==> src/rtl/intc_pkg.sv <==
package intc_pkg;
  typedef enum logic {ST_IDLE, ST_WALK} walk_state_e;
endpackage

==> src/rtl/intc_addr_dec.sv <==
module intc_addr_dec #(
  parameter int          N_REG  = 3,
  parameter logic [31:0] BASE   = 32'h0400_0000,
  parameter int          RIDX_W = 2
) (
  input  logic [31:0]       addr_i,
  output logic              hit_o,
  output logic              clr_o,
  output logic [RIDX_W-1:0] idx_o
);
  logic unused_top;
  assign unused_top = ^addr_i[31:29];

  always_comb begin
    hit_o = 1'b0;
    clr_o = 1'b0;
    idx_o = '0;
    for (int r = 0; r < N_REG; r++) begin
      logic [31:0] sa;
      sa = BASE + 32'(r * 8);
      if (addr_i[28:0] == sa[28:0]) begin
        hit_o = 1'b1;
        idx_o = RIDX_W'(r);
      end
      if (addr_i[28:0] == sa[28:0] + 29'd4) begin
        hit_o = 1'b1;
        clr_o = 1'b1;
        idx_o = RIDX_W'(r);
      end
    end
  end
endmodule

==> src/rtl/intc_reg_bank.sv <==
module intc_reg_bank #(
  parameter int N_REG   = 3,
  parameter int N_MASK  = 2,
  parameter int REG_W   = 8,
  parameter int FIELD_W = 4,
  parameter int RIDX_W  = 2
) (
  input  logic              clk_i,
  input  logic              rst_ni,
  input  logic              wr_en_i,
  input  logic              clr_i,
  input  logic [RIDX_W-1:0] idx_i,
  input  logic [REG_W-1:0]  wdata_i,
  output logic [REG_W-1:0]  rdata_o,
  output logic [REG_W-1:0]  chg_o,
  output logic [REG_W-1:0]  nz_o
);
  localparam int PF = REG_W / FIELD_W;

  logic [REG_W-1:0] regs_q [N_REG];
  logic [REG_W-1:0] old_v, new_v, chg_m, nz_m, chg_p, nz_p;
  logic             is_prio;

  assign old_v   = regs_q[idx_i];
  assign new_v   = clr_i ? (old_v & ~wdata_i) : (old_v | wdata_i);
  assign rdata_o = old_v;
  assign is_prio = int'(idx_i) >= N_MASK;

  for (genvar f = 0; f < REG_W; f++) begin : g_pos
    assign chg_m[f] = old_v[REG_W-1-f] ^ new_v[REG_W-1-f];
    assign nz_m[f]  = new_v[REG_W-1-f];
    if (f < PF) begin : g_fld
      assign chg_p[f] = old_v[(PF-1-f)*FIELD_W +: FIELD_W] != new_v[(PF-1-f)*FIELD_W +: FIELD_W];
      assign nz_p[f]  = |new_v[(PF-1-f)*FIELD_W +: FIELD_W];
    end else begin : g_nofld
      assign chg_p[f] = 1'b0;
      assign nz_p[f]  = 1'b0;
    end
  end

  assign chg_o = is_prio ? chg_p : chg_m;
  assign nz_o  = is_prio ? nz_p : nz_m;

  always_ff @(posedge clk_i or negedge rst_ni) begin
    if (!rst_ni) begin
      for (int r = 0; r < N_REG; r++) regs_q[r] <= '0;
    end else if (wr_en_i) begin
      regs_q[idx_i] <= new_v;
    end
  end
endmodule

==> src/rtl/intc_evt_walker.sv <==
module intc_evt_walker
  import intc_pkg::*;
#(
  parameter int N_MASK  = 2,
  parameter int N_PRIO  = 1,
  parameter int REG_W   = 8,
  parameter int FIELD_W = 4,
  parameter int ID_W    = 4,
  parameter int RIDX_W  = 2,
  parameter logic [N_MASK*REG_W*ID_W-1:0]          MASK_IDS = '0,
  parameter logic [N_PRIO*(REG_W/FIELD_W)*ID_W-1:0] PRIO_IDS = '0,
  parameter logic [(1<<ID_W)-1:0]                  SRC_MAP  = '0,
  parameter logic [(1<<ID_W)*ID_W-1:0]             NEXT_MAP = '0
) (
  input  logic              clk_i,
  input  logic              rst_ni,
  input  logic              start_i,
  input  logic [RIDX_W-1:0] idx_i,
  input  logic [REG_W-1:0]  chg_i,
  input  logic [REG_W-1:0]  nz_i,
  output logic              busy_o,
  output logic              evt_valid_o,
  output logic              evt_grant_o,
  output logic [ID_W-1:0]   evt_id_o
);
  localparam int PF = REG_W / FIELD_W;
  localparam int FW = (REG_W > 1) ? $clog2(REG_W) : 1;

  walk_state_e       state_q;
  logic [RIDX_W-1:0] ridx_q;
  logic [REG_W-1:0]  chg_q, nz_q, chg_nx;
  logic              chain_q, chain_en_q;
  logic [ID_W-1:0]   chain_id_q;

  logic [FW-1:0]     first;
  logic [ID_W-1:0]   fld_id, sel_id, nxt_id;
  logic              emit, follow, en;

  always_comb begin
    first = '0;
    for (int f = REG_W - 1; f >= 0; f--) if (chg_q[f]) first = FW'(f);
  end

  always_comb begin
    if (int'(ridx_q) < N_MASK)
      fld_id = MASK_IDS[(int'(ridx_q) * REG_W + int'(first)) * ID_W +: ID_W];
    else
      fld_id = PRIO_IDS[((int'(ridx_q) - N_MASK) * PF + int'(first)) * ID_W +: ID_W];
  end

  assign sel_id = chain_q ? chain_id_q : fld_id;
  assign en     = chain_q ? chain_en_q : nz_q[first];
  assign nxt_id = NEXT_MAP[int'(sel_id) * ID_W +: ID_W];
  assign emit   = (sel_id != '0) && SRC_MAP[sel_id];
  // a source only forwards when reached through a group chain
  assign follow = (sel_id != '0) && (nxt_id != '0) && (chain_q || !SRC_MAP[sel_id]);
  assign chg_nx = chain_q ? chg_q : (chg_q & ~(REG_W'(1) << first));
  assign busy_o = (state_q == ST_WALK);

  always_ff @(posedge clk_i or negedge rst_ni) begin
    if (!rst_ni) begin
      state_q     <= ST_IDLE;
      ridx_q      <= '0;
      chg_q       <= '0;
      nz_q        <= '0;
      chain_q     <= 1'b0;
      chain_en_q  <= 1'b0;
      chain_id_q  <= '0;
      evt_valid_o <= 1'b0;
      evt_grant_o <= 1'b0;
      evt_id_o    <= '0;
    end else if (state_q == ST_IDLE) begin
      evt_valid_o <= 1'b0;
      if (start_i) begin
        state_q <= ST_WALK;
        ridx_q  <= idx_i;
        chg_q   <= chg_i;
        nz_q    <= nz_i;
        chain_q <= 1'b0;
      end
    end else begin
      chg_q       <= chg_nx;
      evt_valid_o <= emit;
      evt_grant_o <= en;
      evt_id_o    <= sel_id;
      chain_q     <= follow;
      if (follow) begin
        chain_id_q <= nxt_id;
        chain_en_q <= en;
      end
      if (!follow && chg_nx == '0) state_q <= ST_IDLE;
    end
  end
endmodule

==> src/rtl/intc_mask_bank.sv <==
module intc_mask_bank #(
  parameter int          N_MASK  = 2,
  parameter int          N_PRIO  = 1,
  parameter int          REG_W   = 8,
  parameter int          FIELD_W = 4,
  parameter int          ID_W    = 4,
  parameter logic [31:0] BASE    = 32'h0400_0000,
  parameter logic [N_MASK*REG_W*ID_W-1:0]          MASK_IDS = 64'h0000_FA98_0765_4321,
  parameter logic [N_PRIO*(REG_W/FIELD_W)*ID_W-1:0] PRIO_IDS = 8'hED,
  parameter logic [(1<<ID_W)-1:0]                  SRC_MAP  = 16'h7EFE,
  parameter logic [(1<<ID_W)*ID_W-1:0]             NEXT_MAP = 64'h0000_C0DB_0000_0000
) (
  input  logic            clk_i,
  input  logic            rst_ni,
  input  logic            req_valid_i,
  input  logic            req_write_i,
  input  logic [31:0]     req_addr_i,
  input  logic [31:0]     req_wdata_i,
  output logic            req_ready_o,
  output logic            rsp_valid_o,
  output logic [31:0]     rsp_rdata_o,
  output logic            evt_valid_o,
  output logic            evt_grant_o,
  output logic [ID_W-1:0] evt_id_o
);
  localparam int N_REG  = N_MASK + N_PRIO;
  localparam int RIDX_W = (N_REG > 1) ? $clog2(N_REG) : 1;

  logic              hit, clr, acc, wr_en, busy;
  logic [RIDX_W-1:0] idx;
  logic [REG_W-1:0]  rd, chg, nz;
  logic              unused_wdata;

  assign unused_wdata = ^req_wdata_i[31:REG_W];
  assign req_ready_o  = !busy;
  assign acc          = req_valid_i && req_ready_o;
  assign wr_en        = acc && req_write_i && hit;

  intc_addr_dec #(.N_REG(N_REG), .BASE(BASE), .RIDX_W(RIDX_W)) u_dec (
    .addr_i(req_addr_i), .hit_o(hit), .clr_o(clr), .idx_o(idx)
  );

  intc_reg_bank #(
    .N_REG(N_REG), .N_MASK(N_MASK), .REG_W(REG_W), .FIELD_W(FIELD_W), .RIDX_W(RIDX_W)
  ) u_bank (
    .clk_i, .rst_ni, .wr_en_i(wr_en), .clr_i(clr), .idx_i(idx),
    .wdata_i(req_wdata_i[REG_W-1:0]), .rdata_o(rd), .chg_o(chg), .nz_o(nz)
  );

  intc_evt_walker #(
    .N_MASK(N_MASK), .N_PRIO(N_PRIO), .REG_W(REG_W), .FIELD_W(FIELD_W), .ID_W(ID_W),
    .RIDX_W(RIDX_W), .MASK_IDS(MASK_IDS), .PRIO_IDS(PRIO_IDS), .SRC_MAP(SRC_MAP),
    .NEXT_MAP(NEXT_MAP)
  ) u_walk (
    .clk_i, .rst_ni, .start_i(wr_en && (chg != '0)), .idx_i(idx), .chg_i(chg), .nz_i(nz),
    .busy_o(busy), .evt_valid_o, .evt_grant_o, .evt_id_o
  );

  always_ff @(posedge clk_i or negedge rst_ni) begin
    if (!rst_ni) begin
      rsp_valid_o <= 1'b0;
      rsp_rdata_o <= '0;
    end else begin
      rsp_valid_o <= acc && !req_write_i;
      if (acc && !req_write_i) rsp_rdata_o <= hit ? 32'(rd) : 32'd0;
    end
  end
endmodule

==> config.mk <==
export PLATFORM = sky130hd
export DESIGN_NAME = intc_mask_bank
export DESIGN_NICKNAME = d
export VERILOG_FILES = /design/src/rtl/intc_pkg.sv /design/src/rtl/intc_addr_dec.sv /design/src/rtl/intc_reg_bank.sv /design/src/rtl/intc_evt_walker.sv /design/src/rtl/intc_mask_bank.sv
export SDC_FILE = /design/constraint.sdc
export NUM_CORES = 1
export LEC_CHECK = 0
export ABC_AREA = 1
export CORE_UTILIZATION = 25
export CTS_BUF_LIST = sky130_fd_sc_hd__clkbuf_2
export CTS_CLUSTER_DIAMETER = 50
export DETAILED_ROUTE_END_ITERATION = 8
export SETUP_SLACK_MARGIN = 0.3
export SLEW_MARGIN = 20
export SYNTH_ARGS = -nofsm -noshare
export SYNTH_HDL_FRONTEND = slang
export SYNTH_HIERARCHICAL = 1
export SYNTH_SLANG_ARGS = --single-unit
==> constraint.sdc <==
create_clock -name clk_i -period 6.4 [get_ports clk_i]
set_clock_uncertainty 0.1 [all_clocks]
set_input_delay 1.28 -clock clk_i [delete_from_list [all_inputs] [get_ports clk_i]]
set_output_delay 1.28 -clock clk_i [all_outputs]
set_load 0.005 [all_outputs]
Word level (Yosys, flattened, before mapping)
Memory sizes are Yosys's and may differ from the RTL's.
Cells that the tools add are included.

cells by class
  order comparisons = 6
  shift operators = 4
  multiplexer cells = 46
  div/mod/pow operators = 0
  multipliers = 0
  bitwise operators = 15
  reductions and logical operators = 24
  add/subtract/negate cells = 3
  equality and inequality tests = 8

operators by type and width
  cell                                                                            count
  29-bit by 27-bit equality test with 1-bit output (second input constant)        6
  8-bit two-way mux                                                               10
  64-bit by 32-bit variable part select with 4-bit output (first input constant)  1
  64-bit by 7-bit variable part select with 4-bit output (first input constant)   1
  8-bit by 32-bit variable part select with 4-bit output (first input constant)   1
  30-bit by 4-bit adder with 30-bit output                                        1
  24-bit bitwise mux                                                              1
  3-bit two-way mux                                                               8
  1-bit two-way mux                                                               20
  8-bit bitwise AND                                                               2
  8-bit binary-select mux with 2-bit select                                       1
  8-bit demux with 2-bit select                                                   1
  8-bit inverter                                                                  2
  1-bit logical AND                                                               10
  8-bit zero test                                                                 1
  4-bit two-way mux                                                               2
  4-bit != test                                                                   2
  8-bit OR                                                                        1
  4-bit nonzero test                                                              2
  8-bit nonzero test                                                              1
  4-bit OR reduction                                                              2
  1-bit by 3-bit left shift with 8-bit output (first input constant)              1
  1-bit bitwise XOR                                                               8
  5-bit by 3-bit adder with 6-bit output                                          1
  15 further kinds                                                                20

storage, ports and cells
  register bits = 88
  memory bits (writable) = 0
  bits in latches = 0
  output and inout port bits = 40
  input port bits = 68
  bits in read-only memories = 16
  memories kept = 1
  word-level logic and storage cells = 122

memory list
  name             words  bits a word  rd ports  clocked after memory_dff  wr ports  RTL line               source
  (no name shown)  16     1            1         0                         0         intc_evt_walker.sv:54  assign emit = (sel_id != '0) && SRC_MAP[sel_id];

Longest topological paths before layout
Gate-level depths: netlist of run 1.

  depth after elaboration = 21
  depth in mapped cells = 27
  depth with buffers taken out = 26

By module
Netlist of run 1, hierarchy kept.

modules (own cells, without submodules)
  module           times used  sequential area each (µm²)  cells an instance  area an instance (µm²)
  intc_evt_walker  1           775.7                       238                1,811.7
  intc_reg_bank    1           600.6                       210                1,458.9
  intc_mask_bank   1           225.2                       75                 609.3
  intc_addr_dec    1           0.0                         64                 279.0

Worst setup path after synthesis of run 1
No wires, ideal clock.

  path type = in2reg
  start point = input req_addr_i[21]
  end point = register u_walk.chg_q[7]
  slack = 2.609 ns
  path buffers = 2
  data required time = 6.213 ns
  stages on the path = 25
  setup time = 0.087 ns
  data arrival time = 3.604 ns
  cells stage by stage = nor2_1 > nand3_1 > nor2_2 > nand2_1 > nor2_1 > buf_6 > inv_4 > nand2_1 > nand2_1 > nand2_1 > nand2_2 > o21ai_2 > nand2_1 > nand2_1 > inv_1 > nand2_1 > nor2_1 > nand2_1 > nor2_1 > nor2_2 > inv_1 > nor2_1 > clkbuf_1 > nand2_1 > o211ai_1

between the ends
  longest elaborated chain between the ends = 16
  elaborated cells between the ends (all ways) = 44
  classes of those cells = order compare: 1; eq/ne: 8; mux: 20; bitwise: 11; reduce/logical: 4

RTL lines
  item                                                      RTL line                                  source
  from (decl)                                               intc_mask_bank.sv:17                      input logic [31:0] req_addr_i,
  29-bit by 27-bit equality test with 1-bit output          intc_addr_dec.sv:21                       if (addr_i[28:0] == sa[28:0]) begin
  1-bit two-way mux                                         intc_addr_dec.sv:21
  1-bit two-way mux                                         intc_addr_dec.sv:25                       if (addr_i[28:0] == sa[28:0] + 29'd4) begin
  2-bit two-way mux                                         intc_addr_dec.sv:21
  2-bit two-way mux *                                       intc_addr_dec.sv:25
  via idx[0]                                                intc_mask_bank.sv:30                      logic [RIDX_W-1:0] idx;
  2-bit inverter with 3-bit output (implied by the code) *  intc_reg_bank.sv:24                       assign old_v = regs_q[idx_i];
  8-bit binary-select mux with 2-bit select *               intc_reg_bank.sv:24
  [2 not listed]                                            n/a
  via rd[7]                                                 intc_mask_bank.sv:31                      logic [REG_W-1:0] rd, chg, nz;
  8-bit OR or 8-bit bitwise AND (tied branches)             intc_reg_bank.sv:25                       assign new_v = clr_i ? (old_v & ~wdata_i) : (old_v | wdata_i);
  8-bit two-way mux                                         intc_reg_bank.sv:25
  4-bit != test or 1-bit bitwise XOR (tied branches)        intc_reg_bank.sv:33, intc_reg_bank.sv:30
  8-bit two-way mux *                                       intc_reg_bank.sv:41                       assign chg_o = is_prio ? chg_p : chg_m;
  via chg[0]                                                intc_mask_bank.sv:31
  8-bit nonzero test *                                      intc_mask_bank.sv:55                      .clk_i, .rst_ni, .start_i(wr_en && (chg != '0)), .idx_i(idx), .chg_i(chg), .nz_i(nz),
  1-bit logical AND *                                       intc_mask_bank.sv:55
  2-bit nonzero test (no source line) *                     n/a
  to (signal assigned)                                      intc_evt_walker.sv:77                     chg_q <= chg_i;
  to (signal assigned)                                      intc_evt_walker.sv:82                     chg_q <= chg_nx;
  to (decl)                                                 intc_evt_walker.sv:31                     logic [REG_W-1:0] chg_q, nz_q, chg_nx;

Mark *: on every way through the listed nets, which the timed path passes. The rest lies on a longest branch. The select of a mux whose other input is x is not followed.
A chain may end at the register's enable or synchronous reset.

Worst setup path in the final report of run 1
  start point = input req_addr_i[2]
  end point = register u_walk.chg_q[4]

between the ends
  elaborated cells between the ends (all ways) = 44
  classes of those cells = order compare: 1; eq/ne: 8; mux: 20; bitwise: 11; reduce/logical: 4

RTL lines
  item                                                      RTL line              source
  29-bit by 27-bit equality test with 1-bit output          intc_addr_dec.sv:21
  2-bit two-way mux                                         intc_addr_dec.sv:21
  2-bit two-way mux *                                       intc_addr_dec.sv:25
  via idx[1]                                                intc_mask_bank.sv:30
  2-bit inverter with 3-bit output (implied by the code) *  intc_reg_bank.sv:24
  8-bit binary-select mux with 2-bit select *               intc_reg_bank.sv:24
  8-bit two-way mux (implied by the code) * (2 in series)   intc_reg_bank.sv:24
  via rd[0]                                                 intc_mask_bank.sv:31
  8-bit OR or 8-bit bitwise AND (tied branches)             intc_reg_bank.sv:25
  8-bit two-way mux                                         intc_reg_bank.sv:25
  4-bit != test *                                           intc_reg_bank.sv:33   assign chg_p[f] = old_v[(PF-1-f)*FIELD_W +: FIELD_W] != new_v[(PF-1-f)*FIELD_W +: FIELD_W];
  8-bit two-way mux *                                       intc_reg_bank.sv:41
  via chg[1]                                                intc_mask_bank.sv:31
  8-bit nonzero test *                                      intc_mask_bank.sv:55
  1-bit logical AND *                                       intc_mask_bank.sv:55
  2-bit nonzero test (no source line) *                     n/a

Marks and branches as above.

==> results of run 1 <==
[cell type report]
type                            count  area [um^2]  share of cell area (%)
Inverter                           62          238                    4.81
Timing Repair Buffer               59          578                    11.7
Clock buffer                       10         50.0                    1.01
Tap cell                          216          270                    5.46
Clock inverter                      5         48.8                   0.986
Multi-Input combinational cell    447         2160                    43.6
Sequential cell                    64         1600                    32.4
Antenna cell                        1         2.50                  0.0506
[metal layers]
metal	wire length [um]	vias to the layer above
met3	374	11
li1	-	1936
met1	5020	1684
met5	0	-
met2	4590	84
met4	121	0
[worst max path at each step]
stage	endpoint	start	slack [ns]	cells past startpoint
floorplan	u_walk/chg_q[7]$_DFFE_PN0P_	req_addr_i[21]	2.61	25
global placement	u_walk/chg_q[4]$_DFFE_PN0P_	req_addr_i[21]	1.12	25
detailed placement	u_walk/chg_q[4]$_DFFE_PN0P_	req_addr_i[15]	1.17	25
CTS	u_walk/chg_q[4]$_DFFE_PN0P_	req_addr_i[15]	1.74	25
global route	u_walk/chg_q[4]$_DFFE_PN0P_	req_addr_i[15]	1.17	25
finish	u_walk/chg_q[4]$_DFFE_PN0P_	req_addr_i[2]	1.68	24
[cell usage after synthesis, types with 4 or more instances]
cell      instances
nand2_1         210
nand3b_1          6
o221ai_1          5
nor2_4            5
nand2_4           4
inv_2             9
nor2_1           50
clkbuf_1          5
nand3_1          28
o21ai_0          43
dfrtp_1          64
buf_4            25
inv_1            51
o211ai_1          4
buf_2             5
nand3_2           8
nand4_1          16
nand2_2          10
o21ai_2           6
a21oi_1           8
ha_1              6
[cell families (layout without fill, tap and decap cells)]
group	count (synthesis)	after routing
buf+inv	99	136
fa+ha+maj	6	6
simple gates	346	346
flops	64	64
compound gates	71	71
other cells	1	25
[power by group through the flow]
stage	combinational (mW)	sequential (mW)	clock, mW
floorplan	0.0349	0.413	0
global placement	0.0663	0.412	0
detailed placement	0.0665	0.412	0
CTS	0.0667	0.405	0.244
global route	0.0754	0.405	0.257
finish	0.0657	0.405	0.229
[stage by stage]
| stage | instance area [um^2] | worst slack [ns] |
|---|---|---|
| floorplan | 4250 | 2.61 |
| CTS | 4940 | 1.74 |
| global route | 4940 | 1.17 |
| finish | 4950 | 1.68 |
| detailed placement | 4850 | 1.17 |
| global placement | 4850 | 1.12 |
[flip-flops by register name (all words and copies together), names as in the netlist, 2 cells and up]
register and flops:
u_bank/regs_q 24, u_walk/chg_q 8, u_walk/evt_id_o 4, u_walk/nz_q 8
u_walk/ridx_q 2, rsp_rdata_o 8, u_walk/chain_id_q 4
[tightest hold or removal path, delay by kind of cell (launching register included)]
| kind | cells | cell delay [ns] |
|---|---|---|
| buffers and inverters | 1 | 0.04 |
| DFF | 1 | 0.37 |
| and+or+nand+nor | 1 | 0.05 |
==> impl_summary.log, run 1 <==
INFO  metric synthAdderAreaFrac = 1.81%
INFO  metric final_layout_size_suffix_gt1_share = 10.5%
INFO  metric cts_buffer_depth = 2
INFO  metric synth_edf_count = 0
INFO  metric antenna_found_initial = 0
INFO  metric resize_count_post_cts = 0
INFO  metric synth_simple_gate_area_share = 37.8%
INFO  metric grt_util_met3 = 2.44%
INFO  metric synth_top_cell_by_area = dfrtp_1
INFO  metric clock_sinks = 64
INFO  metric setup_repair_after_global_routing_missed_its_margin = no
INFO  metric route.final.wire_length = 10,100 um
INFO  metric pnr_total_power = 699 uW
INFO  metric synth.lib_cells_used.distinct = 34
INFO  metric leading_cell_type_in_the_layout_fill_and_taps_excluded = nand2_1
INFO  metric grt_overflow_total = 0
INFO  metric cts-root-buf = clkbuf_2
INFO  metric first_global_vias = 3,465
INFO  metric finalSetupViolations = 0
INFO  metric postRouteAntennaNets = 0
INFO  metric pwr-share-clk = 32.7%
INFO  metric finalWorstPathRequiredPeriod = 4.72 ns
INFO  metric drt_pre_antenna_iters = 5
INFO  metric fillCellCount = 1,748
INFO  metric netlist_area = 4160 um^2
INFO  metric post_synth_xor_area_fraction = 0%
INFO  metric switchingPower = 177 uW
INFO  metric finalHoldViolations = 0
INFO  metric timing.hold.worst.class = reg2reg
INFO  metric postCtsSetupBuffers = 0
INFO  metric min_from = u_walk/chain_id_q[3]$_DFFE_PN0P_
INFO  metric gr-usage-all-layers = 12.9%
INFO  metric timing.rr.end = u_walk/chain_en_q$_DFFE_PN0P_
INFO  metric synthCells = 587
INFO  metric num-nets-final = 717
INFO  metric max_slew_margin = 45.3%
INFO  metric finished_layout_cells = 864
INFO  metric die_area = 17,200 um^2
INFO  metric utilization = 30.8%
INFO  metric grt_first_pass_wirelength = 17,200 um
INFO  metric drt_iter0_markers = 214
INFO  metric detailedPlacementHpwl = 7500 um
INFO  metric setup_total_negative_slack = 0 ns
INFO  metric critical_path.max_fanout = 22
INFO  metric async_set_or_reset_register_ratio_after_synthesis = 100%
INFO  metric syn_avg_cell_area = 7.09 um^2
INFO  metric cts_tree = built
INFO  metric synth_top_area_share = 38.5%
INFO  metric grt_util_met1 = 17.6%
INFO  metric run_status = completed
INFO  metric clock_buffers_created_by_tritoncts = 9
INFO  metric critical_path.cell_chain = clkdlybuf4s50_1 -> or2_1 -> nor2_1 -> nand2_1 -> nand2_1 -> nand2_1 -> inv_1 -> inv_2 -> nor2_8 -> nand2_1 -> nand2_1 -> nand2_1 -> nand2_1 -> nor2_1 -> a21oi_1 -> nor2_1 -> nand2_1 -> nor2_1 -> nor2_2 -> inv_1 -> nor2_1 -> buf_4 -> nand2_1 -> o221ai_1
INFO  metric finalMaxSlewViolations = 0
INFO  metric cpMaxStageDelayCell = inv_1
INFO  metric detail_route.vias_per_cell = 4.30
INFO  metric cts-hold-fix-buffers = 0
INFO  metric synth.area.top_cells = dfrtp_1 39%, nand2_1 19%, o21ai_0 5.2%
INFO  metric hold_slack = 0.386 ns
INFO  metric post_synth_mux_area_share = 0%
INFO  metric max_freq = 212 MHz
INFO  metric maxCapViolCount = 0
INFO  metric critical_path.most_common_cell = nand2_1
INFO  metric pin_count = 108
INFO  metric detailroute.via_count = 3,715
INFO  metric gp_congestion = 0.818
INFO  metric residual_drc = 0
INFO  metric switching_share = 25.3%
INFO  metric critical_path_required = 6.73 ns
INFO  metric gr-max-usage-layer = met2
INFO  metric crit_type = in2reg
INFO  metric synth-warning-count = 6
INFO  metric io_buffers = 56
INFO  metric cell_count_of_the_worst_hold_path = 2
INFO  metric dpl.cell_count = 848
INFO  metric p_int = 522 uW
INFO  metric maximum_number_of_pins_on_one_net_before_global_route_repair = 65
INFO  metric timing.final.crit_share = 73.8%
INFO  metric die_w = 131 um
INFO  metric power.sequential.fraction = 57.9%
INFO  metric synth-compound-area-share = 10.1%
INFO  metric yosysSeqAreaShare = 38.5%
INFO  metric synthFlopType = dfrtp_1
INFO  metric routed_wire_length_per_instance = 11.7 um
INFO  metric crit_buf_inv = 5
INFO  metric min_to = u_walk/chain_id_q[3]$_DFFE_PN0P_
INFO  metric ff2ff_path_depth = 23
INFO  metric critical_path.reg2reg.startpoint = u_walk/chg_q[6]$_DFFE_PN0P_
INFO  metric ys_seq_elements = 64
INFO  metric rows = 46
INFO  metric synth_top_family_by_area = simple AND/OR/NAND/NOR gates
INFO  metric worst_ep_arrival_time = 5.05 ns
INFO  metric worst_pin_slew = 0.821 ns
INFO  metric most_frequent_cells_in_the_layout = 210 x nand2_1, 64 x dfrtp_1, 55 x clkdlybuf4s50_1, 51 x inv_1, 50 x nor2_1
INFO  metric cp_top_family = simple AND/OR/NAND/NOR gates
INFO  metric p_comb_share = 9.4%
INFO  metric placeableCoreArea = 16,100 um^2
INFO  metric clock_latency = 0.51 ns
INFO  metric h-tree-depth = 3
INFO  metric start_util = 25.9%
INFO  metric area_growth = 19.0%
INFO  metric timing.critical_path.to_type = register
INFO  metric leakage = 2.50 nW
INFO  metric met2_usage = 20.5%
INFO  metric timing.reg2reg.setup_slack = 3.52 ns
INFO  metric die_y = 131 um
INFO  metric ir_worst_vdd = 0.0805 mV
INFO  metric path_clk_slew = 0.17 ns
INFO  metric power_density_over_the_cells = 141 nW/um^2
INFO  metric timing.critical_path.from_type = input port
INFO  metric max_stage_delay = 0.51 ns
(Power assumes the default switching activity.)
==> run 2, diff against run 1 <==
==> constraint.sdc (replaced) <==
create_clock -name clk_i -period 4.5 [get_ports clk_i]
set_clock_uncertainty 0.1 [all_clocks]
set_input_delay 0.9 -clock clk_i [delete_from_list [all_inputs] [get_ports clk_i]]
set_output_delay 0.9 -clock clk_i [all_outputs]
set_load 0.005 [all_outputs]
==> run 2 against run 1 <==
  * Combinational power up 43%
  * Final area up 0.48%
  * Via count rose by 0.89%
==> impl_summary.log, run 2 (synthesis gave the netlist of run 1 again) <==
INFO  metric grt_first_pass_wirelength = 17,100 um
INFO  metric critical_path.most_common_cell = nand2_1
INFO  metric residual_drc = 0
INFO  metric die_area = 17,200 um^2
INFO  metric timing.rr.end = u_walk/busy_o$_DFF_PN0_
INFO  metric maximum_number_of_pins_on_one_net_before_global_route_repair = 35
INFO  metric run_status = completed
INFO  metric detailroute.via_count = 3,748
INFO  metric largest_register_ffs = 24
INFO  metric critical_path_required = 4.84 ns
INFO  metric switchingPower = 272 uW
INFO  metric clock_sinks = 64
INFO  metric worst_pin_slew = 0.693 ns
INFO  metric pin_count = 108
INFO  metric max_slew_margin = 53.8%
INFO  metric layout_setup_ws = 0.887 ns
INFO  metric p_int = 747 uW
INFO  metric routed_wire_length_per_instance = 11.9 um
INFO  metric cpMaxStageDelayCell = clkdlybuf4s50_1
INFO  metric die_y = 131 um
INFO  metric resize_count_post_cts = 0
INFO  metric placeableCoreArea = 16,100 um^2
INFO  metric leading_cell_type_in_the_layout_fill_and_taps_excluded = nand2_1
INFO  metric pnr_total_power = 1.02 mW
INFO  metric clock_buffers_created_by_tritoncts = 9
INFO  metric most_frequent_cells_in_the_layout = 210 x nand2_1, 64 x dfrtp_1, 55 x clkdlybuf4s50_1, 51 x inv_1, 50 x nor2_1
INFO  metric finalMaxSlewViolations = 0
INFO  metric timing.hold.worst.class = in2async
INFO  metric critical_path.max_fanout = 15
INFO  metric cts-root-buf = clkbuf_2
INFO  metric cts_buffer_depth = 2
INFO  metric critPathLaunch = req_addr_i[15]
INFO  metric finalWorstPathRequiredPeriod = 3.61 ns
INFO  metric drt_iter0_markers = 274
INFO  metric timing.reg2reg.setup_slack = 1.62 ns
INFO  metric start_util = 25.9%
INFO  metric detailed_place.area = 4860 um^2
INFO  metric antenna_cells_inserted = 0
INFO  metric grt_overflow_total = 0
INFO  metric detailedPlacementHpwl = 7710 um
INFO  metric timing.critical_path.to_type = register
INFO  metric fillCellCount = 1,709
INFO  metric finalSetupViolations = 0
INFO  metric dp_worst_setup_slack = 0.338 ns
INFO  metric num-nets-final = 719
INFO  metric max_freq = 277 MHz
INFO  metric timing.final.crit_share = 80.3%
INFO  metric max_stage_delay = 0.39 ns
INFO  metric final_layout_size_suffix_gt1_share = 10.9%
INFO  metric utilization = 31.0%
INFO  metric finalHoldViolations = 0
INFO  metric p_comb_share = 9.2%
INFO  metric ff2ff_path_depth = 16
INFO  metric timing.critical_path.to = u_walk/nz_q[0]$_DFFE_PN0P_
INFO  metric design_area = 4970 um^2
INFO  metric postRouteAntennaNets = 0
INFO  metric drt_pre_antenna_iters = 5
INFO  metric switching_share = 26.7%
INFO  metric clock_latency = 0.54 ns
INFO  metric setup_repair_after_global_routing_missed_its_margin = no
INFO  metric critical_path.reg2reg.startpoint = u_walk/chg_q[5]$_DFFE_PN0P_
INFO  metric finished_layout_cells = 866
INFO  metric area_growth = 19.5%
INFO  metric leakage = 2.51 nW
INFO  metric path_clk_slew = 0.21 ns
INFO  metric timing.critical_path.from_type = input port
INFO  metric die_w = 131 um
INFO  metric worst_ep_arrival_time = 3.95 ns
INFO  metric gr-usage-all-layers = 12.8%
INFO  metric setup_total_negative_slack = 0 ns
INFO  metric ir_worst_vdd = 0.0917 mV
INFO  metric detail_route.vias_per_cell = 4.33
INFO  metric crit_type = in2reg
INFO  metric registers.top_by_ff_count = u_bank/regs_q
INFO  metric maxCapViolCount = 0
INFO  metric cts_tree = built
INFO  metric dpl.cell_count = 850
INFO  metric postCtsSetupBuffers = 0
INFO  metric gp_congestion = 0.795
INFO  metric power_density_over_the_cells = 205 nW/um^2
INFO  metric h-tree-depth = 3
INFO  metric first_global_vias = 3,424
INFO  metric antenna_found_initial = 0
INFO  metric cts-hold-fix-buffers = 0
INFO  metric rows = 46
INFO  metric io_buffers = 56
INFO  metric route.final.wire_length = 10,300 um
INFO  metric power.sequential.fraction = 56.6%
INFO  metric hold_slack = 0.263 ns
INFO  metric pwr-share-clk = 34.3%
## run 2: power groups by stage
stage	combinational, mW	sequential (mW)	clock, mW
2_1_floorplan	0.0496	0.587	0
3_3_place_gp	0.0944	0.587	0
3_5_place_dp	0.0949	0.587	0
4_1_cts	0.0950	0.576	0.365
5_1_grt	0.107	0.577	0.389
6_report	0.0937	0.576	0.349
## run 2: worst min-delay path by stage
| stage | end | slack (ns) | depth (start not counted) |
|---|---|---|---|
| floorplan | u_walk/nz_q[1]$_DFFE_PN0P_ | 0.33 | 2 |
| CTS | u_walk/chain_id_q[1]$_DFFE_PN0P_ | 0.27 | 1 |
| finish | u_walk/evt_id_o[3]$_DFFE_PN0P_ | 0.26 | 1 |
| global placement | u_walk/chain_id_q[3]$_DFFE_PN0P_ | 0.35 | 2 |
| global route | u_walk/evt_id_o[3]$_DFFE_PN0P_ | 0.28 | 1 |
| detailed placement | u_walk/chain_id_q[0]$_DFFE_PN0P_ | 0.36 | 2 |
## run 2: routing by layer
layer,part of all wire [%],GRT usage (%),vias up
met5,0,0,-
met4,1.3,3.85,0
met3,3.9,2.36,9
met2,46,20.2,85
met1,49,17.8,1707
li1,-,-,1947
## run 2: final cells by class
type                            instances  area (um^2)  share of cell area, %
Clock inverter                          6         60.1                   1.21
Inverter                               62          238                   4.78
Tap cell                              216          270                   5.44
Sequential cell                        64         1600                   32.2
Multi-Input combinational cell        447         2160                   43.4
Clock buffer                           10         50.0                   1.01
Timing Repair Buffer                   61          593                   11.9
## run 2: worst max-delay path, delay by kind of cell
family          cells  cell delay [ns]
simple gates       18             1.76
compound gates      2             0.26
buf+inv             5             1.03
